[config.mk]
export PLATFORM = sky130hd
export DESIGN_NAME = rle_bit_expander
export DESIGN_NICKNAME = d
export VERILOG_FILES = /design/src/rtl/rle_pkg.sv /design/src/rtl/rle_prefix_gen.sv /design/src/rtl/rle_code_decode.sv /design/src/rtl/rle_run_engine.sv /design/src/rtl/rle_bit_expander.sv
export SDC_FILE = /design/constraint.sdc
export NUM_CORES = 1
export LEC_CHECK = 0
export BUFFER_PORTS_ARGS = -buffer_cell sky130_fd_sc_hd__buf_2
export CORE_UTILIZATION = 33
export CTS_BUF_LIST = sky130_fd_sc_hd__clkbuf_4 sky130_fd_sc_hd__clkbuf_8
export DETAILED_ROUTE_END_ITERATION = 7
export GPL_ROUTABILITY_DRIVEN = 0
export PLACE_DENSITY = 0.62
export SYNTH_ARGS = -nofsm -noshare
export SYNTH_HDL_FRONTEND = slang
export SYNTH_SLANG_ARGS = --single-unit
[constraint.sdc]
create_clock -name clk -period 2.1 [get_ports clk]
set_input_delay 0.315 -clock clk [delete_from_list [all_inputs] [get_ports clk]]
set_output_delay 0.315 -clock clk [all_outputs]
set_load 0.005 [all_outputs]
[src/rtl/rle_pkg.sv]
package rle_pkg;

    localparam int CODE_W = 8;
    localparam int CNT_W  = 8;
    localparam int unsigned ZERO_TOP = (2 ** CODE_W) - 2;

    typedef logic [CODE_W-1:0] code_t;
    typedef logic [CNT_W-1:0]  cnt_t;

    // One decoded run: len bits of value val, then an optional closing bit.
    typedef struct packed {
        cnt_t len;
        logic val;
        logic term;
        logic term_val;
    } run_t;

    function automatic run_t plan_run(input code_t b, input int unsigned run_max);
        run_t r;
        int unsigned v;
        r = '0;
        v = int'(b);
        if (v == 0) begin
            r = '0;
        end else if (v <= run_max) begin
            r.len = cnt_t'(v);
            r.val = 1'b1;
            r.term = 1'b1;
            r.term_val = 1'b0;
        end else if (v == run_max + 1) begin
            r.len = cnt_t'(run_max);
            r.val = 1'b1;
            r.term = 1'b0;
        end else if (v <= ZERO_TOP) begin
            r.len = cnt_t'(v - (run_max + 2));
            r.val = 1'b0;
            r.term = 1'b1;
            r.term_val = 1'b1;
        end else begin
            r.len = '0;
            r.term = 1'b1;
            r.term_val = 1'b1;
        end
        return r;
    endfunction

endpackage

[src/rtl/rle_prefix_gen.sv]
module rle_prefix_gen #(
    parameter int PREFIX_W = 16,
    parameter logic [PREFIX_W-1:0] PREFIX_BITS = 16'hFF20
) (
    input  logic clk,
    input  logic rst,
    input  logic take,
    output logic active,
    output logic bit_o
);
    localparam int IDX_W = $clog2(PREFIX_W + 1);
    localparam logic [IDX_W-1:0] IDX_END = IDX_W'(PREFIX_W);

    logic [IDX_W-1:0] idx_q;

    assign active = (idx_q != IDX_END);
    assign bit_o  = active ? PREFIX_BITS[IDX_END - 1'b1 - idx_q] : 1'b0;

    always_ff @(posedge clk) begin
        if (rst) begin
            idx_q <= '0;
        end else if (take && active) begin
            idx_q <= idx_q + 1'b1;
        end
    end
endmodule

[src/rtl/rle_code_decode.sv]
module rle_code_decode
    import rle_pkg::*;
#(
    parameter int unsigned RUN_MAX = 226
) (
    input  code_t code,
    output run_t  run
);
    assign run = plan_run(code, RUN_MAX);
endmodule

[src/rtl/rle_run_engine.sv]
module rle_run_engine
    import rle_pkg::*;
(
    input  logic clk,
    input  logic rst,
    input  logic load,
    input  run_t run_in,
    input  logic last_in,
    input  logic take,
    output logic busy,
    output logic bit_o,
    output logic final_o
);
    cnt_t cnt_q;
    logic val_q;
    logic term_q;
    logic tval_q;
    logic last_q;
    logic in_run;

    assign in_run  = (cnt_q != '0);
    assign busy    = in_run || term_q;
    assign bit_o   = in_run ? val_q : tval_q;
    assign final_o = last_q && (((cnt_q == cnt_t'(1)) && !term_q) || (!in_run && term_q));

    always_ff @(posedge clk) begin
        if (rst) begin
            cnt_q  <= '0;
            val_q  <= 1'b0;
            term_q <= 1'b0;
            tval_q <= 1'b0;
            last_q <= 1'b0;
        end else if (load) begin
            cnt_q  <= run_in.len;
            val_q  <= run_in.val;
            term_q <= run_in.term;
            tval_q <= run_in.term_val;
            last_q <= last_in;
        end else if (take && busy) begin
            if (in_run) begin
                cnt_q <= cnt_q - 1'b1;
            end else begin
                term_q <= 1'b0;
            end
        end
    end
endmodule

[src/rtl/rle_bit_expander.sv]
module rle_bit_expander
    import rle_pkg::*;
#(
    parameter int unsigned RUN_MAX = 226,
    parameter int PREFIX_W = 16,
    parameter logic [PREFIX_W-1:0] PREFIX_BITS = 16'hFF20
) (
    input  logic              clk,
    input  logic              rst,
    input  logic              in_valid,
    input  logic [CODE_W-1:0] in_code,
    input  logic              in_last,
    output logic              in_ready,
    output logic              out_valid,
    input  logic              out_ready,
    output logic              out_bit,
    output logic              out_last
);
    logic pre_active;
    logic pre_bit;
    logic eng_busy;
    logic eng_bit;
    logic eng_final;
    logic in_fire;
    run_t dec_run;

    assign in_ready = !pre_active && !eng_busy;
    assign in_fire  = in_valid && in_ready;

    rle_prefix_gen #(
        .PREFIX_W   (PREFIX_W),
        .PREFIX_BITS(PREFIX_BITS)
    ) prefix_i (
        .clk   (clk),
        .rst   (rst),
        .take  (out_ready),
        .active(pre_active),
        .bit_o (pre_bit)
    );

    rle_code_decode #(
        .RUN_MAX(RUN_MAX)
    ) decode_i (
        .code(in_code),
        .run (dec_run)
    );

    rle_run_engine engine_i (
        .clk    (clk),
        .rst    (rst),
        .load   (in_fire),
        .run_in (dec_run),
        .last_in(in_last),
        .take   (out_ready && !pre_active),
        .busy   (eng_busy),
        .bit_o  (eng_bit),
        .final_o(eng_final)
    );

    assign out_valid = pre_active || eng_busy;
    assign out_bit   = pre_active ? pre_bit : eng_bit;
    assign out_last  = !pre_active && eng_final;
endmodule

# Word level (Yosys, flattened, before mapping)
# Memory sizes are Yosys's and may differ from the RTL's.
# Index checks and enable logic that the tools add are counted.
# W data, S select, Z words.
# classes
n_addsub	4
n_lt_le_gt_ge	3
n_eq_ne	4
n_mux	14
reduce_logical	22
# ops
op	count
$mux W8	4
$mux W11	2
$le A8 B8 Y1 const B	2
$mux W10	1
$logic_and A1 B1 Y1	9
$eq A8 B1 Y1 const B	1
$eq A8 B8 Y1 const B	1
$logic_not A8 Y1	1
$reduce_bool A8 Y1	1
$sub A8 B1 Y8 const B	1
$sub A8 B8 Y8 const B	1
$mux W1	7
$add A5 B1 Y5 const B	1
$lt A5 B5 Y1 const B	1
$ne A5 B5 Y1 const B	1
$sub A4 B5 Y5 const A	1
$logic_not A1 Y1	4
$reduce_and A2 Y1	2
$reduce_bool A2 Y1	2
$logic_or A1 B1 Y1	3
$ne A2 B1 Y1 const B	1
# word_totals
register_bits	17
mem_bits_ro	16
wordCells	54
n_memories	1
# memory_table
name	words	width	rd	rd_clocked_by_memory_dff	wr	line	text
(name not given)	16	1	1	0	0	rle_prefix_gen.sv:17	assign bit_o = active ? PREFIX_BITS[IDX_END - 1'b1 - idx_q] : 1'b0;

# Longest topological paths before layout
# Gate-level depths: netlist of the first run.
# depth
word_depth	7
depth_mapped	8

# By module
# A second synthesis of the first run with hierarchy kept.
# hier_totals
cells_unflattened	159
hier_area_um2	1342.5
# modules_own_cells
module	n_inst	cells_per_inst	area_per_inst_um2
rle_run_engine	1	81	700.7
rle_code_decode	1	41	309.0
rle_prefix_gen	1	31	282.8
rle_bit_expander	1	6	50.0

# Worst setup path before layout of the first run
# OpenSTA, ideal clock, no wires.
# synth_path
path_type	register to register
from	register engine_i.cnt_q[0]
to	register engine_i.cnt_q[6]
arrival_time_ps	1711
path_slack_ps	257
path_stages_with_launch	8
path_buffers	0
path_cell_list	dfxtp_1 -> inv_1 -> ha_1 -> and2b_2 -> a2111oi_1 -> nand2_1 -> mux2i_1 -> a21oi_1
# synth_via
elab_chain_len	7
elab_cells_between_ends	13
# synth_lines
element	line	text
from (decl)	rle_run_engine.sv:14	cnt_t cnt_q;
from (signal assigned)	rle_run_engine.sv:34	cnt_q <= run_in.len;
from (signal assigned)	rle_run_engine.sv:41	cnt_q <= cnt_q - 1'b1;
parallel branches: the longest is 7 deep, another holds $sub A8 B1 Y8	--	
# Parallel ways; which one is timed is not known. The select of a mux whose other input is x is not followed.
# A chain may end at the register's enable or synchronous reset.

# Worst setup path in the final report of the first run
# layout_path
from	register engine_i.cnt_q[0]
to	output out_bit
# layout_via
elab_chain_len	3
# layout_lines
element	line	text
$reduce_bool A8 Y1	rle_run_engine.sv:21	assign in_run = (cnt_q != '0);
$mux W1	rle_run_engine.sv:23	assign bit_o = in_run ? val_q : tval_q;
$mux W1	rle_bit_expander.sv:61	assign out_bit = pre_active ? pre_bit : eng_bit;
to (decl)	rle_bit_expander.sv:16	output logic out_bit,
# Every way passes these cells.

==> results.tsv, run 1 <==
metric	value	unit
diode count	0	
DRC viols	0	
synthesized area	0.00123	mm^2
full die area	0.00399	mm^2
critical path required time	1.78	ns
unrepaired setup endpoints after global routing	yes	
met2 routed WL	1350	um
CTS tree	yes	
FF/Latch Area	345	um^2
DR vias	1180	
Primary FF master, synth	dfxtp_1	
Slew Viols, Final	0	
Clk Latency, worst-skew pair	0.26	ns
Crit Reg-Reg Startpoint	engine_i.cnt_q[1]	
die width	63.1	um
PortBufs	16	
CTS hold repair buffers	0	
synthesis-to-layout area growth	21.3	%
Seq/Total Area, Yosys	27.6	%
Worst Skew	0.00769	ns
Worst setup SP type	flop	
met1 wire length	1420	um
Max IR drop VDD	0.142	mV
PD cells	436	mW/mm^2
Root Driver	clkbuf_8	
antenna-violating nets left	0	
Setup-failing EPs final	1	
Core Area	0.00347	mm^2
flops & latches, synth	17	
EDFF count, synth	0	
first-pass GRT wire length	4660	um
most frequent cell after synthesis	dfxtp_1	
largest net degree at the start of global routing	18	
mean area per synthesized cell	8.17	um^2
clock-pin slew of the registers on the worst-case setup and hold paths	0.07	ns
DR top layer	met4	
final hold violations	0	
Tcrit/Tclk final	100	%
max-cap violation count	0	
DIE HEIGHT	63.1	um
Clock Sinks	17	
Final Core Density	43.1	%
fin worst setup slack	-0.00383	ns
Worst slew margin	59.0	%
H-tree depth	1	
asr flop ratio synth	0	%
launch point of the worst path	engine_i.cnt_q[0]	
DRT Wirelength	2970	um
failing checks	negative setup slack	
Multi-input gate area	872	um^2
pin slew with the least headroom to its limit	0.614	ns
top cells by count, synth	dfxtp_1, nand2_1, nor2_1	
synth top area cells	dfxtp_1, ha_1, xnor2_1	
# fillers	364	
worst hold stages	3	
dpl hpwl	2240	um
row cnt	21	
post-synth cell types	47	
CTS Buffer Depth	2	
Hold Crit Class	in2reg	
met3 WL	132	um
number of global-route vias before repair	1072	
reg2reg end	engine_i.cnt_q[6]	
Synth area leader	dfxtp_1	
drt wl/cell	13.5	um
Tot GR Track Use	14.7	%
TritonCTS Buffers	3	
antenna violations before repair	0	
Pleak	0.562	nW
nets@finish	197	
Max FO, Critical Path	4	
Initial Util	35.6	%
DR pass1 iterations	4	
cell count after synthesis	151	
post-synthesis net count	173	
Hold WS	0.298	ns
minimum clock period	2.10	ns
Max Freq	0.475	GHz
CP arrival	1.79	ns
critical path capture point type	output port	
Hold Crit Endpoint	engine_i.last_q	
Synth top area share	27.6	%
status	finished with violations	
Vias per Instance	5.36	
HP Start	in_last	
DR iter-0 viols	41	
grt total ovfl	0	
Ports	17	
WS Path Type	reg2out	
share of cells above drive strength 1	24.7	%
R2R Setup Slk	0.18	ns
R2R cell count	7	
YS warnings	0	
[registers in the layout, indices dropped and copies added, names as in the netlist]
register         flops
prefix_i.idx_q       5
engine_i.tval_q      1
engine_i.cnt_q       8
engine_i.term_q      1
engine_i.last_q      1
engine_i.val_q       1
[per-stage QoR]
step / power [mW] / cell area (um^2) / worst slack (ns) / TNS (ns) / instances
final: 0.652 / 1500 / -0.00383 / -0.00383 / 220
after global routing: 0.681 / 1500 / -0.0811 / -0.0811 / 220
after CTS: 0.656 / 1440 / -0.0354 / -0.0354 / 216
after detailed placement: 0.409 / 1370 / 0.0223 / 0 / 211
after global placement: 0.408 / 1370 / 0.179 / 0 / 211
after floorplan: 0.383 / 1230 / 0.257 / 0 / 151
[worst max-delay path, stage by stage, from the launching register on]
cell     delay (ns)
dfxtp_4        0.36
inv_4          0.07
ha_4           0.13
or4b_4         0.49
nor2_4         0.13
nand2_1        0.06
a32oi_1        0.17
buf_2          0.14
[cell usage in the layout (no fill, tap or decap), types with 2 or more instances in the layout]
cell type	instances
buf_2	16
nand2_1	15
dfxtp_1	15
nor2_1	12
ha_1	8
buf_4	8
o21ai_0	7
a21oi_1	7
xnor2_1	7
inv_1	6
nand3_1	6
nor3_1	5
mux2i_1	3
a31oi_1	3
a21boi_0	3
nand4_1	3
xor2_1	3
clkbuf_8	3
inv_4	2
nor2b_1	2
a22oi_1	2
and2_1	2
nor4_1	2
o2bb2ai_1	2
o211ai_1	2
[routing by layer]
layer  track usage (%)  vias up
met5                 0        -
met4              7.27        0
met3              1.81        8
met2              24.1       34
met1              19.0      543
li1                  -      595
[what timing repair did]
action | CTS | global route
cloned | 0 | 0
setup endpoints to repair | 3 | 5
pin swaps | 0 | 3
buffers inserted | 1 | 4
resized for setup | 6 | 7
[how the worst max path moves through the flow]
stage               slack (ns)  cells past startpoint                 to
detailed placement        0.02                      7  engine_i.cnt_q[6]
global route             -0.08                      7            out_bit
finish                  -0.004                      7            out_bit
floorplan                 0.26                      7  engine_i.cnt_q[6]
global placement          0.18                      7            out_bit
CTS                      -0.04                      7            out_bit
[cell families (layout without fill, tap and decap cells)]
logic type               count (synthesis)  after routing  synth area share, %
AND/OR/NAND/NOR                         65             65                 30.2
AO/OA/AOI/OAI                           34             34                 19.5
flip-flops                              17             17                 27.6
buffers and inverters                   13             36                 4.06
XOR/XNOR                                10             10                 7.10
adder cells (fa/ha/maj)                  9              9                 9.13
multiplexers                             3              3                 2.43
[where the power goes]
part,leakage [nW],total (mW),switching (mW),internal [mW]
clock,0.0255,0.250,0.118,0.132
combinational,0.398,0.0727,0.0447,0.0280
sequential,0.139,0.329,0.00422,0.325
total,0.562,0.652,0.167,0.485
[area by class of cell]
cell class	instances	share of cell area, %
clock buffers	3	2.76
clock inverters	1	0.334
inverters	8	2.34
multi-input cells	121	58.3
flip-flops and latches	17	23.1
well taps	46	3.85
repair buffers	24	9.36
Power figures use the tool's default switching activity.
==> run 2: changes to the inputs <==
ABC_AREA = 1   (was unset)
PLACE_DENSITY = 0.61   (was 0.62)
==> run 2 against run 1 <==
  * The run now ends clean
  * Worst hold slack improved by 0.0046 ns
  * Worst setup slack better by 0.16 ns
  * Via count grew 24%
  * Die area rose by 21%
  * Critical endpoint is now out_last
  * Largest cell class unchanged
  * Highest routed layer unchanged
==> results.tsv, run 2 <==
metric	value	unit	change
DRT Wirelength	3430	um	+15%
antenna-violating nets left	0		unchanged
row cnt	24		+14%
crit-path cells	inv_1 -> ha_1 -> nand2_4 -> nor2_4 -> nand2_1 -> a211oi_1 -> buf_2		
Root Driver	clkbuf_8		
PD cells	403	mW/mm^2	-7.4%
fin worst setup slack	0.153	ns	+0.157 ns
dpl hpwl	2750	um	+23%
Most flops, register	engine_i.cnt_q		
DR pass1 iterations	4		unchanged
grt total ovfl	0		unchanged
Worst setup SP type	flop		
Slew Viols, Final	0		unchanged
Largest regs	engine_i.cnt_q: 8 flops, prefix_i.idx_q: 5 flops		
most frequent cell after synthesis	nand2_1		
Setup TNS	0	ns	+0.00383 ns
pin slew with the least headroom to its limit	0.407	ns	-0.207 ns
number of global-route vias before repair	1366		+27%
Pleak	0.830	nW	+48%
drt wl/cell	11.0	um	-19%
flops & latches, synth	17		unchanged
DR iter-0 viols	85		+110%
worst hold stages	2		-1
clock-pin slew of the registers on the worst-case setup and hold paths	0.07	ns	about the same
Max FO, Critical Path	6		+2
minimum clock period	1.95	ns	-0.157 ns
Max Freq	0.514	GHz	+8.1%
max-cap violation count	0		unchanged
Max IR drop VDD	0.189	mV	+33%
# fillers	463		+27%
cts repair resizes	0		-6
PortBufs	16		unchanged
DRC viols	0		unchanged
Multi-input gate area	0.00101	mm^2	+15%
most frequent cells in the layout	nand2_1, nor2_1, inv_1, dfxtp_1		
Hold Crit Endpoint	engine_i.val_q		
post-synth cell types	24		-49%
Worst Skew	0.00250	ns	-0.00518 ns
CTS tree	yes		
R2R Setup Slk	0.34	ns	+0.16 ns
TritonCTS Buffers	3		unchanged
slowest CP cell	dfxtp_1		
Synth top area share	22.6	%	-5.0 points
asr flop ratio synth	0	%	unchanged
Synth area leader	dfxtp_1		
Worst slew margin	72.7	%	+14 points
first-pass GRT wire length	6040	um	+30%
full die area	0.00484	mm^2	+21%
HP Start	rst		
CTS Buffer Depth	2		unchanged
status	complete, no violations		
post-synthesis net count	265		+53%
DIE HEIGHT	69.5	um	+10%
Tot GR Track Use	15.4	%	+0.64 points
CP arrival	1.63	ns	-0.16 ns
Tcrit/Tclk final	92.7	%	-7.5 points
synthesized area	0.00151	mm^2	+22%
YS warnings	0		unchanged
Clk Latency, worst-skew pair	0.26	ns	about the same
cell count after synthesis	243		+61%
R2R cell count	10		+3
Primary FF master, synth	dfxtp_1		
max reg flops	8		unchanged
critical path capture point type	output port		
antenna violations before repair	0		unchanged
Seq/Total Area, Yosys	22.6	%	-5.0 points
unrepaired setup endpoints after global routing	no		
Core Area	0.00435	mm^2	+26%
max incr delay on CP	0.34	ns	-0.15 ns
EDFF count, synth	0		unchanged
H-tree depth	1		unchanged
nets@finish	283		+44%
reg2reg end	engine_i.cnt_q[1]		
WS Path Type	reg2out		
Crit Reg-Reg Startpoint	engine_i.cnt_q[0]		
most common cell after layout, fill and taps aside	nand2_1		
Setup-failing EPs final	0		-1
DR vias	1461		+24%
Ports	17		unchanged
critical path required time	1.78	ns	about the same
FF/Latch Area	340	um^2	-1.4%
CTS hold repair buffers	0		unchanged
synth top area cells	dfxtp_1, nand2_1, nor2_1		
Initial Util	34.6	%	-1.0 points
postcts setup bufs	0		-1
Clock Sinks	17		unchanged
share of cells above drive strength 1	13.5	%	-11 points
Power Total	0.675	mW	+3.6%
synthesis-to-layout area growth	11.1	%	
Hold WS	0.302	ns	+0.00455 ns
dpl ws	0.344	ns	+0.321 ns
largest net degree at the start of global routing	13		-5
final hold violations	0		unchanged
mean area per synthesized cell	6.19	um^2	-24%
diode count	0		unchanged
Vias per Instance	4.68		-13%
Hold Crit Class	in2reg		
top cells by count, synth	nand2_1, nor2_1, inv_1		
die width	69.5	um	+10%
-- run 2: cell types whose count changed after synthesis, moves of 3 or more --
cell,delta
xnor2_1,-7
a21oi_1,+9
a21boi_0,-3
nand3_1,+9
nor2_1,+22
o21ai_0,+5
clkbuf_1,-3
nor2_4,+8
mux2i_1,-3
nand2_1,+56
inv_1,+26
-- run 2: worst max path at each step --
stage / startpoint / to / slack (ns) / depth (start not counted)
4_1_cts: engine_i.cnt_q[0] / out_last / 0.12 / 7
3_5_place_dp: engine_i.cnt_q[0] / engine_i.cnt_q[1] / 0.34 / 10
5_1_grt: engine_i.cnt_q[0] / out_bit / 0.01 / 8
2_1_floorplan: engine_i.cnt_q[0] / out_last / 0.62 / 6
6_report: engine_i.cnt_q[0] / out_last / 0.15 / 7
3_3_place_gp: engine_i.cnt_q[0] / engine_i.cnt_q[4] / 0.36 / 10
-- run 2: power by group --
part	leakage, nW	internal, mW	switching, mW
clock	0.0255	0.132	0.130
combinational	0.667	0.0292	0.0542
sequential	0.137	0.326	0.00374
total	0.830	0.488	0.187
-- run 2: worst max-delay path: cells and delay by family, from the launching register on --
kind / cells / cell delay, ns
DFF: 1 / 0.34
and+or+nand+nor: 3 / 0.33
buffers and inverters: 2 / 0.27
AOI/OAI and AO/OA: 1 / 0.22
adders and majority gates: 1 / 0.21
-- run 2: metal layers --
metal  part of all wire (%)  GRT usage [%]  vias up
met1                     51           20.4      637
met4                    1.6           5.44        0
met3                    2.9           2.18        4
met2                     45           25.4       21
met5                      0              0        -
li1                       -              -      799
-- run 2: cell type report --
cell class,instances,share of cell area (%)
sequential,17,20.3
timing repair buffer,17,5.24
tap,52,3.89
clock inverter,1,0.299
clock buffer,3,2.47
multi-input combinational,188,60.1
inverter,34,7.63
-- run 2: metrics by stage --
| step | cell area [um^2] | util, % | cells |
|---|---|---|---|
| 3_5_place_dp | 1630 | 37.4 | 308 |
| 4_1_cts | 1670 | 38.4 | 312 |
| 3_3_place_gp | 1630 | 37.4 | 308 |
| 6_report | 1670 | 38.4 | 312 |
| 5_1_grt | 1670 | 38.4 | 312 |
| 2_1_floorplan | 1510 | - | 243 |
-- run 2: kinds of logic after synthesis --
kind of cell | count (synthesis) | share of synthesized area [%]
adders and majority gates | 9 | 7.48
and+or+nand+nor | 144 | 46.2
buffers and inverters | 38 | 10.6
AOI/OAI and AO/OA | 30 | 10.2
xor gates and xnor gates | 5 | 2.91
DFF | 17 | 22.6
==> run 3: changes to the inputs <==
CORE_UTILIZATION = 54   (was 33)
PLACE_DENSITY = 0.86   (was 0.61)
REMOVE_ABC_BUFFERS = 1   (was unset)
==> run 3 against run 2 <==
  * Combinational power is essentially flat
  * Fmax down 2.5%
  * First-iteration DRC count decreased by 45%
  * Sequential share of layout area increased by 0.48 points
  * Critical path type unchanged
  * Critical endpoint unchanged
  * Highest routed layer unchanged
==> results.tsv, run 3 (synthesized netlist as in run 2, its figures left out) <==
metric	value	unit	change
antenna violations before repair	0		unchanged
met2 Track Usage GR	37.3	%	+12 points
final hold violations	0		unchanged
Hold Crit Class	in2reg		
CP arrival	1.68	ns	+0.05 ns
Worst setup SP type	flop		
CTS tree	yes		
DR iter-0 viols	47		-45%
DR vias	1468		+0.48%
Initial Util	59.1	%	+25 points
Clk Latency, worst-skew pair	0.30	ns	+0.04 ns
WS Path Type	reg2out		
DRC viols	0		unchanged
dpl hpwl	2580	um	-6.3%
Slew Viols, Final	0		unchanged
CTS Buffer Depth	2		unchanged
Largest regs	engine_i.cnt_q: 8 flops, prefix_i.idx_q: 5 flops		
# fillers	258		-44%
clock-pin slew of the registers on the worst-case setup and hold paths	0.12	ns	+0.05 ns
DRT Wirelength	3210	um	-6.6%
Root Driver	clkbuf_4		
Worst Skew	0.0213	ns	+0.0188 ns
GR met1 Demand/Resource	31.6	%	+11 points
most common cell after layout, fill and taps aside	nand2_1		
DR pass1 iterations	4		unchanged
drt wl/cell	11.1	um	+0.50%
Setup-failing EPs final	0		unchanged
full die area	0.00300	mm^2	-38%
max reg flops	8		unchanged
Vias per Instance	5.06		+8.1%
minimum clock period	2.00	ns	+0.0504 ns
slowest CP cell	dfxtp_1		
met3 global-route usage	5.56	%	+3.4 points
grt total ovfl	0		unchanged
Max FO, Critical Path	6		unchanged
Setup TNS	0	ns	unchanged
Max IR drop VDD	0.410	mV	+120%
Top delay family on crit path	simple AND/OR/NAND/NOR gates		
share of cells above drive strength 1	14.6	%	+1.2 points
TritonCTS Buffers	3		unchanged
H-tree depth	1		unchanged
synthesis-to-layout area growth	8.56	%	
critical path capture point type	output port		
Ports	17		unchanged
critical path required time	1.78	ns	about the same
max-cap violation count	0		unchanged
PD cells	362	mW/mm^2	-10%
Tot GR Track Use	23.2	%	+7.8 points
max incr delay on CP	0.34	ns	about the same
crit-path cells	nor2_1 -> nand2_2 -> nor2_4 -> nand2_1 -> a211oi_2 -> buf_2		
die width	54.8	um	-21%
busiest grt layer	met2		
Core Area	0.00254	mm^2	-42%
Crit Reg-Reg Startpoint	engine_i.cnt_q[4]		
PortBufs	16		unchanged
row cnt	18		-25%
nets@finish	283		unchanged
DIE HEIGHT	54.8	um	-21%
HP Start	rst		
status	complete, no violations		
Tcrit/Tclk final	95.1	%	+2.4 points
first-pass GRT wire length	5010	um	-17%
Worst slew margin	72.1	%	-0.55 points
Max Freq	0.501	GHz	-2.5%
Pleak	0.822	nW	-1.0%
unrepaired setup endpoints after global routing	no		
diode count	0		unchanged
Final Core Density	64.2	%	+26 points
most frequent cells in the layout	nand2_1, nor2_1, inv_1, dfxtp_1		
launch point of the worst path	engine_i.cnt_q[4]		
CTS hold repair buffers	0		unchanged
Most flops, register	engine_i.cnt_q		
Clock Sinks	17		unchanged
pin slew with the least headroom to its limit	0.415	ns	+0.00817 ns
antenna-violating nets left	0		unchanged
number of global-route vias before repair	1193		-13%
largest net degree at the start of global routing	13		unchanged
CP bufs+invs	1		-1
## run 3: changes by cell type in the layout (fill, tap and decap cells not counted)
cell,delta
ha_1,-1
inv_1,-1
a211oi_1,-1
clkbuf_4,+3
ha_2,+1
clkbuf_8,-3
inv_2,+1
a211oi_2,+1
## run 3: timing repair
| action | in CTS | in global routing |
|---|---|---|
| gates resized for setup | 0 | 3 |
| setup buffers | 0 | 1 |
| endpoints found under the setup margin | 0 | 2 |
## run 3: path summary, 6_finish.rpt
| check | slack [ns] | to | cells past startpoint |
|---|---|---|---|
| max | 0.10 | out_last | 6 |
| min | 0.27 | engine_i.tval_q | 2 |
| max reg2reg | 0.28 | engine_i.cnt_q[1] | 9 |
| min reg2reg | 0.49 | engine_i.val_q | 2 |
## run 3: metrics by stage
stage	hold WS, ns	area (um^2)	setup slack [ns]	cells	power, mW
floorplan	0.384	1470	0.583	239	0.387
global placement	0.456	1590	0.385	285	0.418
detailed placement	0.475	1590	0.350	285	0.420
CTS	0.259	1620	0.0233	289	0.597
global route	0.283	1630	0.000870	290	0.624
finish	0.266	1630	0.103	290	0.592
## run 3: area by class of cell
type                    count  area (um^2)  share of cell area (%)
repair buffers             17         87.6                    5.36
inverters                  34          128                    7.81
multi-input cells         188         1010                    62.0
well taps                  30         37.5                    2.30
flip-flops and latches     17          340                    20.8
clock buffers               3         22.5                    1.38
clock inverters             1         5.00                   0.306
## run 3: worst register-to-register path, stage by stage (launching register included)
cell and delay (ns):
dfxtp_1 0.34, nor2_1 0.23, nand2_2 0.13, nor2_4 0.19, buf_4 0.14, nand4_4 0.19
nand2_1 0.24, nand2_1 0.08, nor2_1 0.13, nor2_1 0.05
## run 3: power by group
group | internal (mW) | switching, mW
Clock | 0.0709 | 0.108
Sequential | 0.326 | 0.00360
Combinational | 0.0296 | 0.0536
Total | 0.427 | 0.165
## run 3: routing by layer
| layer | up-vias | routed length [um] |
|---|---|---|
| li1 | 796 | - |
| met1 | 637 | 1620 |
| met2 | 33 | 1450 |
| met3 | 2 | 112 |
| met4 | 0 | 25 |
| met5 | - | 0 |
